**src/rtl/pwmd_pkg.sv**
```systemverilog
package pwmd_pkg;
  localparam int unsigned PWMD_DATA_W  = 14;
  localparam int unsigned PWMD_FINE_W0 = 8;
  localparam int unsigned PWMD_FINE_W1 = 6;
  localparam int unsigned PWMD_SPLITS  = 2;
endpackage

```
**src/rtl/pwmd_frame_ctr.sv**
```systemverilog
module pwmd_frame_ctr #(
  parameter int unsigned DATA_W = pwmd_pkg::PWMD_DATA_W
) (
  input  logic              clk,
  input  logic              rst,
  input  logic              tick,
  output logic [DATA_W-1:0] slot,
  output logic              boundary
);
  localparam logic [DATA_W-1:0] SLOT_LAST = {DATA_W{1'b1}};

  logic [DATA_W-1:0] slot_q;

  always_ff @(posedge clk) begin
    if (rst) begin
      slot_q <= '0;
    end else if (tick) begin
      slot_q <= slot_q + 1'b1;
    end
  end

  assign slot     = slot_q;
  assign boundary = tick && (slot_q == SLOT_LAST);
endmodule

```
**src/rtl/pwmd_stage.sv**
```systemverilog
module pwmd_stage #(
  parameter int unsigned DATA_W = pwmd_pkg::PWMD_DATA_W
) (
  input  logic              clk,
  input  logic              rst,
  input  logic              boundary,
  input  logic              wr_valid,
  output logic              wr_ready,
  input  logic [DATA_W-1:0] wr_data,
  input  logic              wr_cfs,
  output logic [DATA_W-1:0] cur_data,
  output logic              cur_split
);
  logic              full_q;
  logic [DATA_W-1:0] pend_data_q;
  logic              pend_split_q;
  logic [DATA_W-1:0] cur_data_q;
  logic              cur_split_q;
  logic              accept;

  assign wr_ready = !full_q;
  assign accept   = wr_valid && !full_q;

  always_ff @(posedge clk) begin
    if (rst) begin
      full_q       <= 1'b0;
      pend_data_q  <= '0;
      pend_split_q <= 1'b0;
      cur_data_q   <= '0;
      cur_split_q  <= 1'b0;
    end else begin
      if (boundary && full_q) begin
        cur_data_q  <= pend_data_q;
        cur_split_q <= pend_split_q;
        full_q      <= 1'b0;
      end
      if (accept) begin
        pend_data_q  <= wr_data;
        pend_split_q <= wr_cfs;
        full_q       <= 1'b1;
      end
    end
  end

  assign cur_data  = cur_data_q;
  assign cur_split = cur_split_q;
endmodule

```
**src/rtl/pwmd_split.sv**
```systemverilog
module pwmd_split #(
  parameter int unsigned DATA_W = pwmd_pkg::PWMD_DATA_W,
  parameter int unsigned FINE_W = pwmd_pkg::PWMD_FINE_W0
) (
  input  logic [DATA_W-1:0] slot,
  input  logic [DATA_W-1:0] data,
  output logic              active
);
  localparam int unsigned PH_W = DATA_W - FINE_W;

  logic [FINE_W-1:0] cyc_idx;
  logic [FINE_W-1:0] cyc_rev;
  logic [FINE_W-1:0] fine;
  logic [PH_W-1:0]   phase;
  logic [PH_W-1:0]   base_w;
  logic              extra;
  logic [PH_W:0]     limit;

  assign cyc_idx = slot[DATA_W-1 -: FINE_W];
  assign phase   = slot[PH_W-1:0];
  assign base_w  = data[DATA_W-1 -: PH_W];
  assign fine    = data[FINE_W-1:0];

  for (genvar i = 0; i < FINE_W; i++) begin : g_rev
    assign cyc_rev[i] = cyc_idx[FINE_W-1-i];
  end

  assign extra  = (cyc_rev < fine);
  assign limit  = {1'b0, base_w} + {{PH_W{1'b0}}, extra};
  assign active = ({1'b0, phase} < limit);
endmodule

```
**src/rtl/pwmd_gen.sv**
```systemverilog
module pwmd_gen #(
  parameter int unsigned DATA_W  = pwmd_pkg::PWMD_DATA_W,
  parameter int unsigned FINE_W0 = pwmd_pkg::PWMD_FINE_W0,
  parameter int unsigned FINE_W1 = pwmd_pkg::PWMD_FINE_W1
) (
  input  logic              clk,
  input  logic              rst,
  input  logic              tick,
  input  logic              wr_valid,
  output logic              wr_ready,
  input  logic [DATA_W-1:0] wr_data,
  input  logic              wr_cfs,
  input  logic              polarity,
  output logic              pwm_out
);
  localparam int unsigned SPLITS = pwmd_pkg::PWMD_SPLITS;

  logic [DATA_W-1:0] slot;
  logic              boundary;
  logic [DATA_W-1:0] cur_data;
  logic              cur_split;
  logic [SPLITS-1:0] split_act;
  logic              act_q;

  pwmd_frame_ctr #(.DATA_W(DATA_W)) u_ctr (
    .clk      (clk),
    .rst      (rst),
    .tick     (tick),
    .slot     (slot),
    .boundary (boundary)
  );

  pwmd_stage #(.DATA_W(DATA_W)) u_stage (
    .clk       (clk),
    .rst       (rst),
    .boundary  (boundary),
    .wr_valid  (wr_valid),
    .wr_ready  (wr_ready),
    .wr_data   (wr_data),
    .wr_cfs    (wr_cfs),
    .cur_data  (cur_data),
    .cur_split (cur_split)
  );

  for (genvar m = 0; m < SPLITS; m++) begin : g_split
    localparam int unsigned FW = (m == 0) ? FINE_W0 : FINE_W1;
    pwmd_split #(.DATA_W(DATA_W), .FINE_W(FW)) u_dec (
      .slot   (slot),
      .data   (cur_data),
      .active (split_act[m])
    );
  end

  always_ff @(posedge clk) begin
    if (rst) begin
      act_q <= 1'b0;
    end else if (tick) begin
      act_q <= split_act[cur_split];
    end
  end

  assign pwm_out = polarity ? act_q : !act_q;
endmodule

```
**config.mk**
```make
export PLATFORM = sky130hd
export DESIGN_NAME = pwmd_gen
export DESIGN_NICKNAME = d
export VERILOG_FILES = /design/src/rtl/pwmd_pkg.sv /design/src/rtl/pwmd_frame_ctr.sv /design/src/rtl/pwmd_stage.sv /design/src/rtl/pwmd_split.sv /design/src/rtl/pwmd_gen.sv
export SDC_FILE = /design/constraint.sdc
export NUM_CORES = 1
export LEC_CHECK = 0
export BUFFER_PORTS_ARGS = -buffer_cell sky130_fd_sc_hd__buf_2
export CORE_UTILIZATION = 55
export CTS_BUF_LIST = sky130_fd_sc_hd__clkbuf_2 sky130_fd_sc_hd__clkbuf_4 sky130_fd_sc_hd__clkbuf_8
export DETAILED_ROUTE_END_ITERATION = 16
export PLACE_DENSITY = 0.89
export SYNTH_ARGS = -nofsm -noshare
export SYNTH_HDL_FRONTEND = slang
export SYNTH_SLANG_ARGS = --single-unit
```
**constraint.sdc**
```tcl
create_clock -name clk -period 3.4 [get_ports clk]
set_clock_uncertainty 0.1 [all_clocks]
set_input_delay 0.68 -clock clk [delete_from_list [all_inputs] [get_ports clk]]
set_output_delay 0.68 -clock clk [all_outputs]
set_load 0.05 [all_outputs]
```
# Word level (Yosys, flattened, before mapping)

Cells that the tools add are included.

Add/subtract/negate cells: 3
Order comparisons: 5
Eq/ne operators: 1
Muxes and demuxes: 5
Reductions and logical operators: 6

Operator list:

| operator                                                    | count |
|---|---|
| adder 14 x 1 -> 14 bit (second input constant)              | 1 |
| == test 14 bit (second input constant)                      | 1 |
| adder 8 x 1 -> 9 bit                                        | 1 |
| less-than comparator 8 x 9 -> 1 bit                         | 1 |
| less-than comparator 8 bit                                  | 1 |
| adder 6 x 1 -> 7 bit                                        | 1 |
| less-than comparator 6 x 7 -> 1 bit                         | 1 |
| less-than comparator 6 bit                                  | 1 |
| two-way mux 1 bit                                           | 5 |
| logical AND 1 bit                                           | 3 |
| logical NOT 1 bit                                           | 2 |
| less-than comparator 1 x 2 -> 1 bit (second input constant) | 1 |
| nonzero test 2 bit                                          | 1 |

Bits in registers: 46
Input port bits: 20
Logic and storage cells: 27

# Longest topological paths before layout

Gate-level depths: netlist of the first run.

Depth after elaboration: 5
Gate-level depth with buffers: 15
Mapped depth without buffers: 15

# Modules after synthesis

Synthesis of the first run repeated with hierarchy kept, for this count alone.

Cells, all modules: 306
Area, all modules: 2,891.5 um2

By module, submodules not included:

| module                        | times used | cells each | area each (um2) |
|---|---|---|---|
| pwmd_stage                    | 1          | 123        | 1,326.3 |
| pwmd_frame_ctr                | 1          | 75         | 695.7 |
| pwmd_split (g_split[1].u_dec) | 1          | 54         | 419.2 |
| pwmd_split (g_split[0].u_dec) | 1          | 49         | 395.4 |
| pwmd_gen                      | 1          | 5          | 55.1 |

# Least setup slack after synthesis of the first run

No wires, ideal clock.

Path type: register to register
Start: register u_ctr.slot_q[9], in the netlist u_ctr.slot[9]
End: register act_q
Setup time: 0.092 ns
Data arrival time: 3.053 ns
Slack: 0.155 ns
Cell stages (with the launch flop): 14
Path buffers: 0
Period minus slack after synthesis: 3.245 ns
Path through: dfxtp_1 ha_1 a21o_1 a221oi_1 ha_1 ha_1 nand2_1 or3_1 xor2_1 ha_1 a21o_1 a221oi_1 a21oi_1 nor4_1

Word-level cells in the longest chain between the ends: 5
Elaborated cells on any way between the ends: 8
Classes of those cells: add/sub: 2; order compare: 4; mux: 2

Ends and longest elaborated chain:

| what                                                                                       | RTL line             | RTL |
|---|---|---|
| start: declaration                                                                         | pwmd_frame_ctr.sv:12 | `logic [DATA_W-1:0] slot_q;` |
| start signal: assignment                                                                   | pwmd_frame_ctr.sv:18 | `slot_q <= slot_q + 1'b1;` |
| less-than comparator 6 bit or less-than comparator 8 bit (tied branches)                   | pwmd_split.sv:28     | `assign extra = (cyc_rev < fine);` |
| adder 8 x 1 -> 9 bit or adder 6 x 1 -> 7 bit (tied branches)                               | pwmd_split.sv:29     | `assign limit = {1'b0, base_w} + {{PH_W{1'b0}}, extra};` |
| less-than comparator 8 x 9 -> 1 bit or less-than comparator 6 x 7 -> 1 bit (tied branches) | pwmd_split.sv:30     | `assign active = ({1'b0, phase} < limit);` |
| two-way mux 1 bit (not written as such) (*) (2 in series)                                  | pwmd_gen.sv:58       | `act_q <= split_act[cur_split];` |
| end signal: assignment                                                                     | pwmd_gen.sv:58       |  |
| end: declaration                                                                           | pwmd_gen.sv:23       | `logic act_q;` |

Every way passes the cells marked *; elsewhere a longest branch is shown, timed or not. The select of a mux whose other input is x is not followed.
A chain may end at the register's enable or synchronous reset.

# Worst setup path in the final report of the first run

Start: register u_stage.cur_data_q[4], in the netlist u_stage.cur_data[4]
End: register act_q

Word-level cells in the longest chain between the ends: 5
Elaborated cells on any way between the ends: 8
Classes of those cells: add/sub: 2; order compare: 4; mux: 2

Ends and longest elaborated chain:

| what                                                                                       | RTL line         | RTL |
|---|---|---|
| start: declaration                                                                         | pwmd_stage.sv:17 | `logic [DATA_W-1:0] cur_data_q;` |
| start signal: assignment                                                                   | pwmd_stage.sv:33 | `cur_data_q <= pend_data_q;` |
| less-than comparator 6 bit or less-than comparator 8 bit (tied branches)                   | pwmd_split.sv:28 |  |
| adder 8 x 1 -> 9 bit or adder 6 x 1 -> 7 bit (tied branches)                               | pwmd_split.sv:29 |  |
| less-than comparator 8 x 9 -> 1 bit or less-than comparator 6 x 7 -> 1 bit (tied branches) | pwmd_split.sv:30 |  |
| two-way mux 1 bit (not written as such) (*) (2 in series)                                  | pwmd_gen.sv:58   |  |

Marks and branches as above.

==> results of run 1 <==
[power by group through the flow]
stage,registers (mW),clock network [mW],logic (mW)
6_report,0.564,0.341,0.0706
2_1_floorplan,0.574,0,0.0511
3_3_place_gp,0.577,0,0.0673
4_1_cts,0.564,0.337,0.0698
3_5_place_dp,0.577,0,0.0698
5_1_grt,0.566,0.359,0.0783
[metal layers]
| layer | wire length, um | global-route usage [%] |
|---|---|---|
| met3 | 242 | 5.167 |
| met4 | 164 | 7.813 |
| met5 | 0 | 0 |
| met2 | 2405 | 34.56 |
| met1 | 2354 | 28.73 |
[registers in the layout, indices dropped and copies added (netlist names)]
name	cells
act_q	1
u_stage.cur_split	1
u_stage.pend_split_q	1
u_stage.pend_data_q	14
u_stage.full_q	1
u_ctr.slot	14
u_stage.cur_data	14
[worst max-delay path, stage by stage, from the launching register on]
cell and delay [ns]:
dfxtp_2 0.34, inv_2 0.04, ha_4 0.20, a21o_1 0.20, a221oi_4 0.31, ha_2 0.26
ha_4 0.15, nand2_2 0.06, or3_1 0.41, xor2_1 0.16, ha_1 0.32, a21o_1 0.20
a221oi_2 0.24, a21oi_1 0.09, nor4_1 0.26
[cell usage in the layout (no fill, tap or decap), types with 2 or more instances in the layout]
| master | netlist | final |
|---|---|---|
| and3_1 | 3 | 2 |
| inv_1 | 14 | 13 |
| ha_4 | 0 | 5 |
| nor2_1 | 39 | 37 |
| buf_4 | 1 | 6 |
| a21oi_1 | 20 | 19 |
| nor2_2 | 0 | 2 |
| xor2_1 | 13 | 13 |
| o21a_1 | 2 | 2 |
| mux2i_1 | 16 | 16 |
| nand3_1 | 6 | 6 |
| buf_2 | 1 | 21 |
| a21o_1 | 3 | 3 |
| ha_1 | 24 | 18 |
| clkbuf_8 | 0 | 5 |
| nand4_1 | 6 | 6 |
| nor2b_1 | 2 | 2 |
| nand4_4 | 2 | 2 |
| nor3_1 | 3 | 3 |
| dfxtp_2 | 0 | 7 |
| nand2_1 | 43 | 42 |
| dfxtp_1 | 46 | 39 |
| xnor2_1 | 11 | 11 |
[kinds of logic after synthesis]
logic type                 share of synthesized area [%]
and+or+nand+nor                                    21.51
DFF                                                38.33
AOI/OAI and AO/OA                                  7.969
xor gates and xnor gates                           8.750
buffers and inverters                              4.271
adders and majority gates                          12.50
muxes                                              6.667
[timing repair]
action | 4_1_cts | 5_1_grt
gates resized for setup | 2 | 23
setup endpoints to repair | 1 | 1
setup buffers | 1 | 2
pin swaps | 2 | 14
[area by class of cell]
type | instances | area [um^2] | share of cell area, %
inverter | 14 | 52.55 | 1.895
multi-input combinational | 206 | 1488 | 53.66
timing repair buffer | 27 | 150.1 | 5.415
sequential | 46 | 929.6 | 33.53
clock buffer | 6 | 76.32 | 2.753
tap | 50 | 62.56 | 2.256
clock inverter | 2 | 13.76 | 0.4964
[worst paths after layout]
path / end / slack, ns
worst min-delay path: u_stage.pend_data_q[7] / 0.36
worst max-delay path: act_q / -0.05
worst min register to register: u_stage.pend_data_q[7] / 0.36
worst max register to register: act_q / -0.05
==> metrics, run 1 <==
max-cap check violation count=0; Post-synth EDFFs=0; gp weighted congestion=0.8855; failing checks=negative setup slack; Synth area leaders=dfxtp_1 38%, ha_1 13%, nand2_1 6.7%, mux2i_1 6.7%, nor2_1 6.1%; critical register-to-register path startpoint=u_stage.cur_data[4]; fin util=67.85%; layout cell share with drive strength beyond 1=19.93%; die height=68.09 um; worst hold start=u_stage.pend_data_q[7]; Setup WS pre-CTS=-0.05431 ns; Reg clk slew, reported paths=0.08 ns; post-route minimum period=3.445 ns; dominant synthesized flop cell=dfxtp_1; Comb power frac=7.2%; final cell area excluding filler cells=0.002773 mm^2; drt initial violations=94; Hold Path Depth=2; Synth top area share=38.33%; area of placed instances=0.002542 mm^2; critical path type=reg -> reg; slew margin rel.=36.13%; r2r worst-path depth=14; drt pass-1 iters=6; initial core utilization=58.79%; commonest cells in the netlist=46 x dfxtp_1, 43 x nand2_1, 39 x nor2_1; YS warnings=0; mapped cell area=0.002402 mm^2; fmax=0.2903 GHz; RSZ-0062 raised after global routing=true; # fillers=305; Clock Power Share=35.0%; max-slew violations=0; Final Cycle Share=101.3%; Pleak=1.230 nW; final worst slack=-0.04526 ns; CP Capture Type=flip-flop; final hold vios=0; initial antenna violation count=0; status=finished, violations left; worst setup path start=u_stage.cur_data[4]; port bufs=21; DP Wirelength=3202 um; VDD IR max=0.4363 mV; Die W=68.09 um; io pins=22; Slew @ Worst Pin=0.9561 ns; wire per inst=14.72 um; count of cell types in the netlist=33; DP Cell Count=340; Worst Path Arrival=3.56 ns; class of the worst hold path=reg -> reg; Vias/cell=5.533; Syn Area/Cell=8.704 um^2; Seq/Total Area, Yosys=38.33%; count leader, synth=dfxtp_1; Longest Clk Path Bufs=2; Inserted Diodes=0; DRT antenna net count=0; root buf cell=clkbuf_8; Synth Net Count=320; Vias=1,942; Min Hold Slack=0.3605 ns; gr ovfl total=0; CTS buffer count=5; critical path fanouts, max=2; largest net degree at the start of global routing=47; worst path required time=3.51 ns; area delta synth->final=15.42%; Post-synth ARST share=0%; Power Dens Cells=352.1 mW/mm^2; Total Routing Usage GR=21.82%; CTS sink cnt=46; Total Die Area=0.004636 mm^2; final setup fails=1; first-pass GRT wire length=7493 um; core box area=0.004086 mm^2; cell taking the most area after synthesis=dfxtp_1; Synth Instances=276; Final Power=976.1 uW; vias in the first global route=1,682; DR DRC count=0; Worst Setup Start Kind=flip-flop; cell row count=23; Sw Pwr=243.0 uW; Setup TNS=-0.04526 ns; CTS H-tree depth=2; Clk Latency, worst-skew pair=0.31 ns; Hold-fix buffers, CTS=0; TritonCTS clock tree=yes; number of nets in the layout=344; WL final=5168 um; internal power=733.1 uW; Switching Share=24.90%; Finished Layout Cells=351; Flop pwr share=57.8%; flop and latch count out of synthesis=46
Note: power is estimated with default switching activity, not from simulation.
==> inputs of run 2 (changes only) <==
- SETUP_SLACK_MARGIN: default -> 0.5
==> metrics, run 2 (synthesis results as in run 1) <==
TritonCTS clock tree=yes; crit-path max cell delay=0.40 ns; hold endpoint=u_stage.pend_data_q[7]; DRT antenna net count=0; core box area=0.004086 mm^2; DR DRC count=0; cell row count=23; fmax=0.2891 GHz; Worst Setup Start Kind=flip-flop; io pins=22; Setup TNS=-0.05890 ns; critical path type=reg -> reg; Die W=68.09 um; failing checks=negative setup slack; DP Wirelength=3336 um; Longest Clk Path Bufs=2; class of the worst hold path=reg -> reg; CP Capture Type=flip-flop; status=finished, violations left; reg2reg setup slack=-0.06 ns; Worst Path Arrival=3.56 ns; Vias/cell=5.626; gp weighted congestion=0.9113; max-cap check violation count=0; slew margin rel.=39.85%; Power Dens Cells=375.5 mW/mm^2; Reg clk slew, reported paths=0.09 ns; drt initial violations=128; crit path max-delay cell type=or3_4; VDD IR max=0.3206 mV; vias in the first global route=1,711; largest net degree at the start of global routing=47; Total Die Area=0.004636 mm^2; Final Power=1.050 mW; RSZ-0062 raised after global routing=true; Met2 Routed Length=2450 um; crit path cell chain=inv_2 > ha_4 > a21o_1 > a221oi_4 > ha_2 > ha_4 > nand2_4 > or3_4 > xor2_2 > ha_1 > a21o_1 > a221oi_2 > a21oi_1 > nor4_1; Clk Latency, worst-skew pair=0.30 ns; Pleak=1.244 nW; worst hold start=u_stage.pend_data_q[7]; Final Cycle Share=101.7%; CTS H-tree depth=2; port bufs=21; wire per inst=14.55 um; reg2reg end=act_q; CTS sink cnt=46; leading cell type in the layout, fill and taps excluded=nand2_1; delay-heaviest family, CP=compound AO/OA/AOI/OAI gates; first-pass GRT wire length=7728 um; Slew @ Worst Pin=0.9004 ns; critical register-to-register path startpoint=u_stage.cur_data[4]; r2r worst-path depth=14; final worst slack=-0.05890 ns; critical path fanouts, max=2; post-route minimum period=3.459 ns; Hold-fix buffers, CTS=0; # fillers=311; Total Routing Usage GR=22.54%; final hold vios=0; wl on met1=2331 um; WL final=5062 um; worst path required time=3.50 ns; Inserted Diodes=0; area delta synth->final=16.46%; die height=68.09 um; layout cell share with drive strength beyond 1=20.47%; drt pass-1 iters=5; most frequent cells in the layout=42 x nand2_1, 38 x nor2_1, 38 x dfxtp_1; Buf/Inv on CP=1; initial core utilization=58.79%; Met3 Routed Length=196 um; top routing layer used=met4; Vias=1,958; gr ovfl total=0; Hold Path Depth=2; initial antenna violation count=0; CTS buffer count=5; final setup fails=1; max-slew violations=0; Reg area=933.4 um^2; number of nets in the layout=341; area of the multi-input gates=0.001508 mm^2; root buf cell=clkbuf_8
[run 2: layout make-up]
class | instances | area share (%)
tap | 50 | 2.236
timing repair buffer | 24 | 4.562
inverter | 14 | 1.878
clock buffer | 6 | 2.728
sequential | 46 | 33.36
clock inverter | 2 | 1.342
multi-input combinational | 206 | 53.89
[run 2: metal layers]
| layer | global-route usage (%) | vias to the layer above |
|---|---|---|
| met5 | 0 | - |
| met4 | 7.031 | 0 |
| met3 | 6.667 | 10 |
| met2 | 36.27 | 55 |
| met1 | 28.78 | 920 |
| li1 | - | 973 |
[run 2: worst register-to-register path, delay by kind of cell, from the launching register on]
| kind | cells | cell delay [ns] |
|---|---|---|
| AOI/OAI and AO/OA | 5 | 1.01 |
| buffers and inverters | 1 | 0.05 |
| xor gates and xnor gates | 1 | 0.15 |
| and+or+nand+nor | 3 | 0.73 |
| DFF | 1 | 0.35 |
| adders and majority gates | 4 | 0.96 |
[run 2: worst max-delay path by stage]
stage | slack [ns] | to | cells after the start | start
2_1_floorplan | 0.37 | act_q | 14 | u_stage.cur_data[4]
3_3_place_gp | 0.27 | act_q | 14 | u_stage.cur_data[4]
3_5_place_dp | 0.16 | act_q | 14 | u_stage.cur_data[4]
4_1_cts | 0.08 | act_q | 14 | u_stage.cur_data[4]
5_1_grt | -0.20 | act_q | 14 | u_ctr.slot[11]
6_report | -0.06 | act_q | 14 | u_stage.cur_data[4]
[run 2: power by group]
group / switching [mW] / leakage, nW / internal (mW)
Sequential: 0.0128 / 0.378 / 0.552
Combinational: 0.0427 / 0.811 / 0.0274
Clock: 0.188 / 0.0548 / 0.227
Total: 0.244 / 1.24 / 0.806
[run 2: what timing repair did]
| action | CTS | global route |
|---|---|---|
| pin swaps | 0 | 15 |
| resized for setup | 0 | 25 |
| endpoints found under the setup margin | 1 | 1 |
| setup buffers | 0 | 3 |
[run 2: metrics by stage]
step	instance area (um^2)	std cells	hold WS [ns]	utilization (%)	setup WS [ns]
2_1_floorplan	2431	276	0.3357	-	0.3658
3_3_place_gp	2549	337	0.3438	62.37	0.2662
3_5_place_dp	2549	337	0.3461	62.37	0.1584
4_1_cts	2663	345	0.3580	65.16	0.08202
5_1_grt	2798	348	0.3735	68.46	-0.1975
6_report	2798	348	0.3575	68.46	-0.05890
